<file path="config.mk">
export PLATFORM = sky130hd
export DESIGN_NAME = dma_irq_ctl
export DESIGN_NICKNAME = d
export VERILOG_FILES = /design/src/rtl/dint_pkg.sv /design/src/rtl/dint_enable.sv /design/src/rtl/dint_status.sv /design/src/rtl/dint_latch.sv /design/src/rtl/dma_irq_ctl.sv
export SDC_FILE = /design/constraint.sdc
export NUM_CORES = 1
export LEC_CHECK = 0
export BUFFER_PORTS_ARGS = -buffer_cell sky130_fd_sc_hd__buf_2
export CAP_MARGIN = 20
export CORE_ASPECT_RATIO = 0.7
export CORE_MARGIN = 4
export CORE_UTILIZATION = 43
export DETAILED_ROUTE_END_ITERATION = 8
export PLACE_DENSITY = 0.73
export SLEW_MARGIN = 20
export SYNTH_ARGS = -nofsm -noshare
export SYNTH_HDL_FRONTEND = slang
export SYNTH_SLANG_ARGS = --single-unit
</file>
<file path="constraint.sdc">
create_clock -name clk -period 1.4 [get_ports clk]
set_clock_uncertainty 0.15 [all_clocks]
set_input_delay 0.28 -clock clk [delete_from_list [all_inputs] [get_ports clk]]
set_output_delay 0.28 -clock clk [all_outputs]
set_load 0.02 [all_outputs]
</file>
<file path="src/rtl/dint_pkg.sv">
package dint_pkg;
  localparam int          DINT_W       = 8;
  localparam logic [7:0]  DINT_SRC_MSK = 8'h7D;  // bits 6,5,4,3,2,0 are real sources
  localparam logic        DINT_A_EN    = 1'b0;
  localparam logic        DINT_A_STAT  = 1'b1;
endpackage

</file>
<file path="src/rtl/dint_enable.sv">
module dint_enable #(
  parameter int           W   = 8,
  parameter logic [W-1:0] MSK = '1
) (
  input  logic         clk,
  input  logic         rst_n,
  input  logic         wr_i,
  input  logic [W-1:0] wdata_i,
  output logic [W-1:0] en_o
);
  always_ff @(posedge clk or negedge rst_n) begin
    if (!rst_n)    en_o <= '0;
    else if (wr_i) en_o <= wdata_i & MSK;
  end

  AST_EN_RSVD_CLEAR: assert property (@(posedge clk) disable iff (!rst_n)
    wr_i |=> ((en_o & ~MSK) == '0));
endmodule

</file>
<file path="src/rtl/dint_status.sv">
module dint_status #(
  parameter int           W   = 8,
  parameter logic [W-1:0] MSK = '1
) (
  input  logic         clk,
  input  logic         rst_n,
  input  logic [W-1:0] evt_i,
  input  logic         scsi_i,
  input  logic         clr_i,
  output logic [W-1:0] stat_o,
  output logic         stk_v_o
);
  logic [W-1:0] ev;
  logic [W-1:0] stk_q, stk_n, stat_n;
  logic         stk_v_n, act;

  assign ev  = evt_i & MSK;
  assign act = (stat_o != '0) | scsi_i;

  always_comb begin
    stat_n  = stat_o;
    stk_n   = stk_q;
    stk_v_n = stk_v_o;
    if (act) begin
      if (clr_i) stat_n = '0;
      if (ev != '0) begin
        stk_n   = stk_q | ev;
        stk_v_n = 1'b1;
      end
    end else begin
      stat_n  = (stk_v_o ? stk_q : '0) | ev;
      stk_n   = '0;
      stk_v_n = 1'b0;
    end
  end

  always_ff @(posedge clk or negedge rst_n) begin
    if (!rst_n) begin
      stat_o  <= '0;
      stk_q   <= '0;
      stk_v_o <= 1'b0;
    end else begin
      stat_o  <= stat_n;
      stk_q   <= stk_n;
      stk_v_o <= stk_v_n;
    end
  end

  AST_CAPTURE_UNMASKED: assert property (@(posedge clk) disable iff (!rst_n)
    (!act && ev != '0) |=> ((stat_o & $past(ev)) == $past(ev)));
  AST_STACK_HOLD: assert property (@(posedge clk) disable iff (!rst_n)
    (stat_o != '0 && !clr_i) |=> $stable(stat_o));
  AST_NO_EVENT_LOSS: assert property (@(posedge clk) disable iff (!rst_n)
    (ev != '0) |=> (((stat_o | stk_q) & $past(ev)) == $past(ev)));
endmodule

</file>
<file path="src/rtl/dint_latch.sv">
module dint_latch #(
  parameter int W = 8
) (
  input  logic         clk,
  input  logic         rst_n,
  input  logic [W-1:0] stat_i,
  input  logic [W-1:0] en_i,
  input  logic         clr_i,
  output logic         irq_o
);
  logic fire;
  assign fire = (stat_i & en_i) != '0;

  always_ff @(posedge clk or negedge rst_n) begin
    if (!rst_n)     irq_o <= 1'b0;
    else if (clr_i) irq_o <= 1'b0;
    else if (fire)  irq_o <= 1'b1;
  end

  AST_IRQ_FIRE: assert property (@(posedge clk) disable iff (!rst_n)
    (fire && !clr_i) |=> irq_o);
  AST_IRQ_STICKY: assert property (@(posedge clk) disable iff (!rst_n)
    (irq_o && !clr_i) |=> irq_o);
  AST_IRQ_READ_RELEASE: assert property (@(posedge clk) disable iff (!rst_n)
    clr_i |=> !irq_o);
endmodule

</file>
<file path="src/rtl/dma_irq_ctl.sv">
module dma_irq_ctl
  import dint_pkg::*;
#(
  parameter int           W   = DINT_W,
  parameter logic [W-1:0] MSK = DINT_SRC_MSK
) (
  input  logic         clk,
  input  logic         rst_n,
  input  logic [W-1:0] evt_i,
  input  logic         scsi_pend_i,
  input  logic         reg_addr_i,
  input  logic         reg_wr_i,
  input  logic         reg_rd_i,
  input  logic [W-1:0] reg_wdata_i,
  output logic [W-1:0] reg_rdata_o,
  output logic         irq_n_o,
  output logic         dma_pend_o,
  output logic         halt_o
);
  logic [W-1:0] en, stat;
  logic         stk_v, irq, rd_stat, wr_en;

  assign rd_stat = reg_rd_i & (reg_addr_i == DINT_A_STAT);
  assign wr_en   = reg_wr_i & (reg_addr_i == DINT_A_EN);

  dint_enable #(.W(W), .MSK(MSK)) u_en (
    .clk(clk), .rst_n(rst_n), .wr_i(wr_en), .wdata_i(reg_wdata_i), .en_o(en));

  dint_status #(.W(W), .MSK(MSK)) u_stat (
    .clk(clk), .rst_n(rst_n), .evt_i(evt_i), .scsi_i(scsi_pend_i),
    .clr_i(rd_stat), .stat_o(stat), .stk_v_o(stk_v));

  dint_latch #(.W(W)) u_irq (
    .clk(clk), .rst_n(rst_n), .stat_i(stat), .en_i(en),
    .clr_i(rd_stat), .irq_o(irq));

  assign reg_rdata_o = (reg_addr_i == DINT_A_STAT) ? stat : en;
  assign irq_n_o     = ~irq;
  assign dma_pend_o  = stat != '0;
  assign halt_o      = dma_pend_o | stk_v;

  AST_HALT_ON_EVENT: assert property (@(posedge clk) disable iff (!rst_n)
    ((evt_i & MSK) != '0) |=> halt_o);
  AST_PEND_ON_CAPTURE: assert property (@(posedge clk) disable iff (!rst_n)
    (!dma_pend_o && !scsi_pend_i && (evt_i & MSK) != '0) |=> dma_pend_o);
endmodule

</file>
# Yosys cells after proc, flatten, opt, wreduce, memory -nomap -nowiden
# Cells that the tools add are included.
[totals] output_inout_bits=11 reg_bits=24 elab_cells=30
[op_classes] reduce_logical=4 n_eq_ne=2 bitwise=9 n_mux=10
[ops] cell="2-to-1 mux 8 bit" n=6
[ops] cell="nonzero test 8 bit" n=3
[ops] cell="OR 8 x 7 -> 8 bit" n=2
[ops] cell="AND 8 x 7 -> 8 bit" n=1
[ops] cell="2-to-1 mux 1 bit" n=4
[ops] cell="!= test 2 bit (second input constant)" n=2
[ops] cell="AND 1 bit" n=2
[ops] cell="inverter 1 bit" n=2
[ops] cell="OR 1 bit" n=2
[ops] cell="nonzero test 2 bit" n=1

# Depth between registers and ports, before layout
# Gate-level depths: netlist of run 1.
[depth] ltp_word=4 depth_mapped=4 ltp_nobuf=3

# Cells and area by module
# Synthesis of run 1 repeated with hierarchy kept, for this count alone.
[unflattened] cells_unflattened=85 area_unflattened_um2=1033.5
[modules_own_cells] mod="dint_status" seq_area_each_um2=350.3 cells_each=47 instances=1 area_per_inst_um2=558.0
[modules_own_cells] mod="dint_enable" seq_area_each_um2=150.1 cells_each=16 instances=1 area_per_inst_um2=270.3
[modules_own_cells] mod="dma_irq_ctl" seq_area_each_um2=0.0 cells_each=16 instances=1 area_per_inst_um2=141.4
[modules_own_cells] mod="dint_latch" seq_area_each_um2=25.0 cells_each=6 instances=1 area_per_inst_um2=63.8

# Least setup slack after synthesis of run 1
# OpenSTA, ideal clock, no wires.
[synth_timing] path_kind="flip-flop to output port" start="reg u_stat.stat_o[3]" end="out halt_o" n_path_buf=0 t_arrival_ns=1.232 path_stages_with_launch=4 path_slack_ns=-0.262 path_cell_list="dfrtp_1 -> nor4_4 -> nand2_1 -> or2_1"
[synth_between] elab_chain_cells=2
[synth_lines] item="start, declared" line="dint_status.sv:10" source="output logic [W-1:0] stat_o,"
[synth_lines] item="start signal, assigned" line="dint_status.sv:43" source="stat_o <= stat_n;"
[synth_lines] item="nonzero test 8 bit" line="dma_irq_ctl.sv:39" source="assign dma_pend_o = stat != '0;"
[synth_lines] item="via dma_pend_o" line="dma_irq_ctl.sv:17" source="output logic dma_pend_o,"
[synth_lines] item="OR 1 bit" line="dma_irq_ctl.sv:40" source="assign halt_o = dma_pend_o | stk_v;"
[synth_lines] item="end, declared" line="dma_irq_ctl.sv:18" source="output logic halt_o"
# The timed path passes the listed nets, and every way through them passes these cells.

# Worst setup path after layout of run 1
[layout_timing] start="reg u_stat.stat_o[0]" end="out halt_o"
[layout_between] elab_chain_cells=2
[layout_lines] item="nonzero test 8 bit" line="dma_irq_ctl.sv:39"
[layout_lines] item="OR 1 bit" line="dma_irq_ctl.sv:40"
# Every way passes these cells.

==> metrics, run 1 <==
status complete, but fails checks; failing checks setup timing; R2R Path Start u_stat.stat_o[0]$_DFFE_PN0P_; HP Class primary input to flop; Static Leak 0.6882 nW; Post-Synthesis Cell Area 960.9 µm²; Post-Syn Area per Cell between 10 and 15 µm²; Max-cap violations 0; GRT Total Usage 0.1676; DR DRC count 0; peak supply drop between 0.8 and 0.9 mV; Critical Path Sink Type output pin; post-synth top area share 0.5469; Ant. Diodes 0; CP cell instances nor4_4 -> nand2_2 -> or2_4 -> buf_6; RSZ-0062 raised after global routing true; grt ovf 0; Slew HR 0.6812; initial drt markers 23; FFs w/ async S/R, synth 1.000; Final Hold Vio Count 0; critical path arrival around 1500 ps; cells on worst reg2reg path 5; Syn Nets about 100; FP Rows 14; Yosys warnings 0; ys flop type dfrtp_1; Setup CP Type flop to output pin; Placeable Area 2137 µm²; DP Wirelength ~1700 µm; post-place instance area 1226 µm²; area growth from synthesis to layout 49.48%; Worst Hold End u_en.en_o[5]$_DFFE_PN0P_; Worst-Margin Slew ~480 ps; Die ar. a little over 3000 µm²; Critical Path Fanout Max 2; Routed WL per cell approximately 15 µm; total vias in the final route approximately 770; Final WS setup -519.2 ps; highest clock rate 0.5210 GHz; DR pass1 iterations 5; sequential area share after synthesis 0.5469; Post-DRT Antenna Nets 0; Synth area leader dfrtp_1; Hold Crit Depth 2; most numerous cell in the Yosys netlist dfrtp_1; CTS tree done; initial antenna violation count 0; total CTS buffers 3; RR Endpoint u_stat.stk_q[0]$_DFFE_PN0P_; final slew viol count 0; Layout Nets 150; slowest stage delay, CP 430 ps; multi-input logic area 446.7 µm²; CP bufs+invs 1; Initial Utilization 0.4496; Via density 4.849; Power Dens Cells around 1700 nW/µm²; Unique masters post-synth 23; clk sinks 21; DIE WIDTH 64.50 µm; # IOs 33; post-layout minimum cycle time about 1900 ps; port bufs 28; Syn Inst Count 80; number of global-route vias before repair 843; RePlAce Congestion 0.6727; Final setup viols 24; fraction of layout instances using a drive strength above 1 0.5906; reg2reg setup slack -110 ps; Reg area 525.5 µm²; Hold Startpoint reg_wdata_i[5]; top cells by area, synth dfrtp_1, mux2_2, o21a_1, a21oi_1, o21ai_2; Worst-path clk slew 120 ps; CP Data Required Time 970 ps; first-pass GRT wire length around 3800 µm; H-tree depth 1; delay-heaviest family, CP simple AND/OR/NAND/NOR gates; largest net degree at the start of global routing 22; Non-Filler Cell Area, Final 1436 µm²; Critical Path Slowest Stage Cell dfrtp_1; final WL 2371 µm; Post-synth EDFFs 0; CTS root buf clkbuf_4; Die H 47.55 µm; crit start category flop; clock tree buffer depth 2; final core occ 0.6721; Fill cells 159; worst-skew pair later-pin latency 310 ps; fin crit share 1.371; #FFs+latches synth 21; commonest cells in the netlist dfrtp_1, mux2_2, nand2_1; Hold Slack 46.40 ps; setup TNS -4144 ps; Total Power 2.488 mW
-- where the power goes --
part	internal (mW)	switching [mW]	total [mW]
clock	0.107	0.186	0.292
sequential	0.773	0.141	0.914
combinational	0.741	0.540	1.28
total	1.62	0.867	2.49
-- how the worst max path moves through the flow --
stage | from | endpoint | depth (start not counted) | slack [ps]
after floorplan | u_stat.stat_o[0]$_DFFE_PN0P_ | halt_o | 3 | -180
after CTS | u_stat.stat_o[3]$_DFFE_PN0P_ | halt_o | 4 | -530
after global routing | u_stat.stat_o[0]$_DFFE_PN0P_ | halt_o | 4 | -610
after global placement | u_stat.stat_o[0]$_DFFE_PN0P_ | halt_o | 4 | -180
after detailed placement | u_stat.stat_o[0]$_DFFE_PN0P_ | halt_o | 4 | -200
final | u_stat.stat_o[0]$_DFFE_PN0P_ | halt_o | 4 | -520
-- stage by stage --
stage / std cells / setup slack, ps
after floorplan: 80 / -183.4
after global placement: 150 / -181.3
after detailed placement: 150 / -200.1
after CTS: 157 / -530.5
after global routing: 159 / -612.1
final: 159 / -519.2
-- cell type report --
type	instances	share of cell area
inverters	2	0.005226
multi-input cells	52	0.3110
flip-flops and latches	21	0.3659
well taps	32	0.02787
clock buffers	3	0.01568
repair buffers	48	0.2709
clock inverters	1	0.003484
-- metal layers --
metal,global-route usage,vias up,wire length (µm),part of all wire
li1,-,376,-,-
met1,0.1951,356,1059,0.45
met2,0.2930,30,1133,0.48
met3,0.05164,9,146,0.062
met4,0.08403,0,32,0.013
met5,0,-,0,0
-- cell families after synthesis --
group / Yosys count / share of synthesized area
simple gates: 17 / 0.1081
mux: 12 / 0.1406
compound gates: 23 / 0.1628
flops: 21 / 0.5469
buf+inv: 7 / 0.04167
-- repair_timing --
item                                    4_1_cts  5_1_grt
gates resized for setup                      36        5
cloned                                        0        0
hold buffers                                  1        0
endpoints found under the hold margin        21        0
buffers inserted                              3        2
pin swaps                                     8        2
endpoints found under the setup margin       23       24
-- cell usage in the layout, fill, tap and decap left out --
master,count
dfrtp_1,21
buf_6,19
buf_2,18
buf_4,10
a21oi_1,7
nand2_1,7
mux2_4,6
mux2_2,6
o21ai_2,6
o21a_1,6
clkbuf_4,3
inv_1,2
nor4_4,1
nor3_2,1
nand2_2,1
and2_4,1
or2_4,1
nor4_1,1
nor3_1,1
nand3b_4,1
a21boi_1,1
nor2b_1,1
and2_1,1
a222oi_1,1
a22oi_1,1
a31oi_1,1
clkinv_2,1
dlygate4sd3_1,1
-- sequential cells by signal (all words and copies together), names as in the netlist --
register,count
u_stat.stk_q,6
u_stat.stat_o,7
u_stat.stk_v_o,1
u_irq.irq_o,1
u_en.en_o,6
Note: power is estimated with default switching activity, not from simulation.
==> inputs of run 2 (changes only) <==
==> constraint.sdc (replaced) <==
create_clock -name clk -period 1.4 [get_ports clk]
set_clock_uncertainty 0.15 [all_clocks]
set_input_delay 0 -clock clk [delete_from_list [all_inputs] [get_ports clk]]
set_output_delay 0 -clock clk [all_outputs]
set_load 0.02 [all_outputs]
==> run 2 against run 1 <==
Net effect:
- the flow still finishes with violations (setup timing)
- power fell by 1.1%
- sequential share of layout area fell by 2.1 points
- global-route usage fell by 1.7 points
- critical path depth rose by 1
- worst hold slack got worse by 27 ps
- final cell count rose by 6.9%
- wire length fell by 6.6%
- sequential cell count did not move
- final area rose by 6.2%
- combinational power barely moved
- die area did not move
- register-to-register slack got worse by 130 ps
- critical path type unchanged
- highest routed layer unchanged
==> metrics, run 2 (synthesis results as in run 1) <==
post-layout minimum cycle time 1662 ps (-257.4 ps); Slew HR 0.6860 (+0.004810); clock tree buffer depth 2 (unchanged); CTS tree done; Final Hold Vio Count 0 (unchanged); # IOs 33 (unchanged); Critical Path Fanout Max 2 (unchanged); HP Class primary input to asynchronous set/reset pin; Critical Path Slowest Stage Cell dfrtp_1; Top Registers u_stat.stat_o (7), u_en.en_o (6), u_stat.stk_q (6); Reg area 525.5 µm² (unchanged); Post-DRT Antenna Nets 0 (unchanged); final slew viol count 0 (unchanged); most frequent cell on the critical path buf_6; status complete, but fails checks; Setup CP Type flop to output pin; DIE WIDTH 64.50 µm (unchanged); most flop-heavy register u_stat.stat_o; Static Leak 0.7188 nW (+4.5%); RR Endpoint u_stat.stk_q[0]$_DFFE_PN0P_; failing checks setup timing; Total Power 2.460 mW (-1.1%); cells on worst reg2reg path 6 (+1); Layout Nets 161 (+7.3%); total CTS buffers 3 (unchanged); GRT Total Usage 0.1507 (-0.01697); Routed WL per cell 13.03 µm (-13%); Power Dens Cells 1613 nW/µm² (-6.9%); critical path arrival 1510 ps (+20 ps); Fill cells 147 (-7.5%); DP Wirelength 1498 µm (-11%); final WL 2215 µm (-6.6%); peak supply drop 0.8400 mV (+0.79%); CP cell instances nor4_4 -> nand2_2 -> buf_4 -> buf_6 -> buf_6; first-pass GRT wire length 3374 µm (-11%); slowest stage delay, CP 430 ps (about the same); post-place instance area 1174 µm² (-4.3%); Die ar. 3067 µm² (unchanged); Non-Filler Cell Area, Final 1525 µm² (+6.2%); CTS root buf clkbuf_4; largest net degree at the start of global routing 22 (unchanged); fraction of layout instances using a drive strength above 1 0.4928 (-0.09780); Via density 4.735 (-2.3%); RSZ-0062 raised after global routing true; DR DRC count 0 (unchanged); Initial Utilization 0.4496 (unchanged); clk sinks 21 (unchanged); Ant. Diodes 0 (unchanged); Worst-Margin Slew 471.0 ps (-7.214 ps); H-tree depth 1 (unchanged); FP Rows 14 (unchanged); commonest non-fill, non-tap cell in the layout dfrtp_1; worst-skew pair later-pin latency 300 ps (about the same); DR pass1 iterations 4 (-1); initial drt markers 20 (-13%); commonest non-fill, non-tap cells in the layout dfrtp_1, buf_2, dlygate4sd3_1, buf_6, buf_4; DP Cell Count 142 (-5.3%); port bufs 28 (unchanged); crit start category flop; Placeable Area 2137 µm² (unchanged); final core occ 0.7137 (+0.04157); R2R Path Start u_stat.stat_o[3]$_DFFE_PN0P_; area growth from synthesis to layout 58.72%; Worst-path clk slew 110 ps (about the same); RePlAce Congestion 0.7237 (+7.6%); Max-cap violations 0 (unchanged); number of global-route vias before repair 743 (-12%); multi-input logic area 425.4 µm² (-4.8%); Die H 47.55 µm (unchanged); Critical Path Sink Type output pin; grt ovf 0 (unchanged); Post-Layout Cell Count 170 (+6.9%); initial antenna violation count 0 (unchanged); total vias in the final route 805 (+4.4%); max reg flops 7 (unchanged); fin crit share 1.187 (-0.1839); CP Data Required Time 1250 ps (+280 ps); highest clock rate 0.6018 GHz (+15%); Final WS setup -261.8 ps (+257.4 ps); reg2reg setup slack -240 ps (-130 ps); Final setup viols 18 (-25%)
-- run 2: per-stage QoR --
stage | worst slack, ps | hold WS (ps) | setup TNS (ps)
6_report | -261.8 | 19.22 | -3320
5_1_grt | -361.0 | 57.90 | -4809
4_1_cts | -261.4 | 27.37 | -1652
3_5_place_dp | -25.65 | -166.4 | -111.2
3_3_place_gp | 10.95 | -173.1 | 0
2_1_floorplan | 18.33 | -445.6 | 0
-- run 2: critical path: cells and delay by family, from the launching register on --
kind	cells	cell delay [ps]
buffers and inverters	3	370
flip-flops	1	430
AND/OR/NAND/NOR	2	410
-- run 2: area by class of cell --
cell class / count / share of cell area
multi-input cells: 52 / 0.2789
clock inverters: 1 / 0.003281
repair buffers: 59 / 0.3273
inverters: 2 / 0.004922
flip-flops and latches: 21 / 0.3445
well taps: 32 / 0.02625
clock buffers: 3 / 0.01477
-- run 2: where the power goes --
group	leakage [nW]	switching, mW	internal [mW]
Combinational	0.461	0.499	0.754
Sequential	0.240	0.148	0.773
Clock	0.0177	0.180	0.107
Total	0.719	0.827	1.63
-- run 2: worst max-delay path by stage --
stage                                 startpoint                          end  slack [ps]
finish              u_stat.stat_o[3]$_DFFE_PN0P_                   dma_pend_o        -260
detailed placement  u_stat.stat_o[3]$_DFFE_PN0P_  u_stat.stk_q[0]$_DFFE_PN0P_         -30
global placement    u_stat.stat_o[3]$_DFFE_PN0P_  u_stat.stk_q[2]$_DFFE_PN0P_          10
floorplan           u_stat.stat_o[3]$_DFFE_PN0P_                       halt_o          20
CTS                 u_stat.stat_o[0]$_DFFE_PN0P_                       halt_o        -260
global route        u_stat.stat_o[3]$_DFFE_PN0P_                       halt_o        -360
-- run 2: what timing repair did --
item / in CTS / in global routing
buffers inserted: 4 / 5
hold endpoints to repair: 41 / 0
gates cloned: 0 / 0
hold buffers: 15 / 0
gates resized for setup: 20 / 11
endpoints found under the setup margin: 16 / 21
pin swaps: 2 / 1
-- run 2: metal layers --
metal,up-vias,global-route usage,share of wire
li1,404,-,-
met2,17,0.2357,0.47
met5,-,0,0
met3,2,0.05869,0.047
met4,0,0.02521,0.0036
met1,382,0.2046,0.48
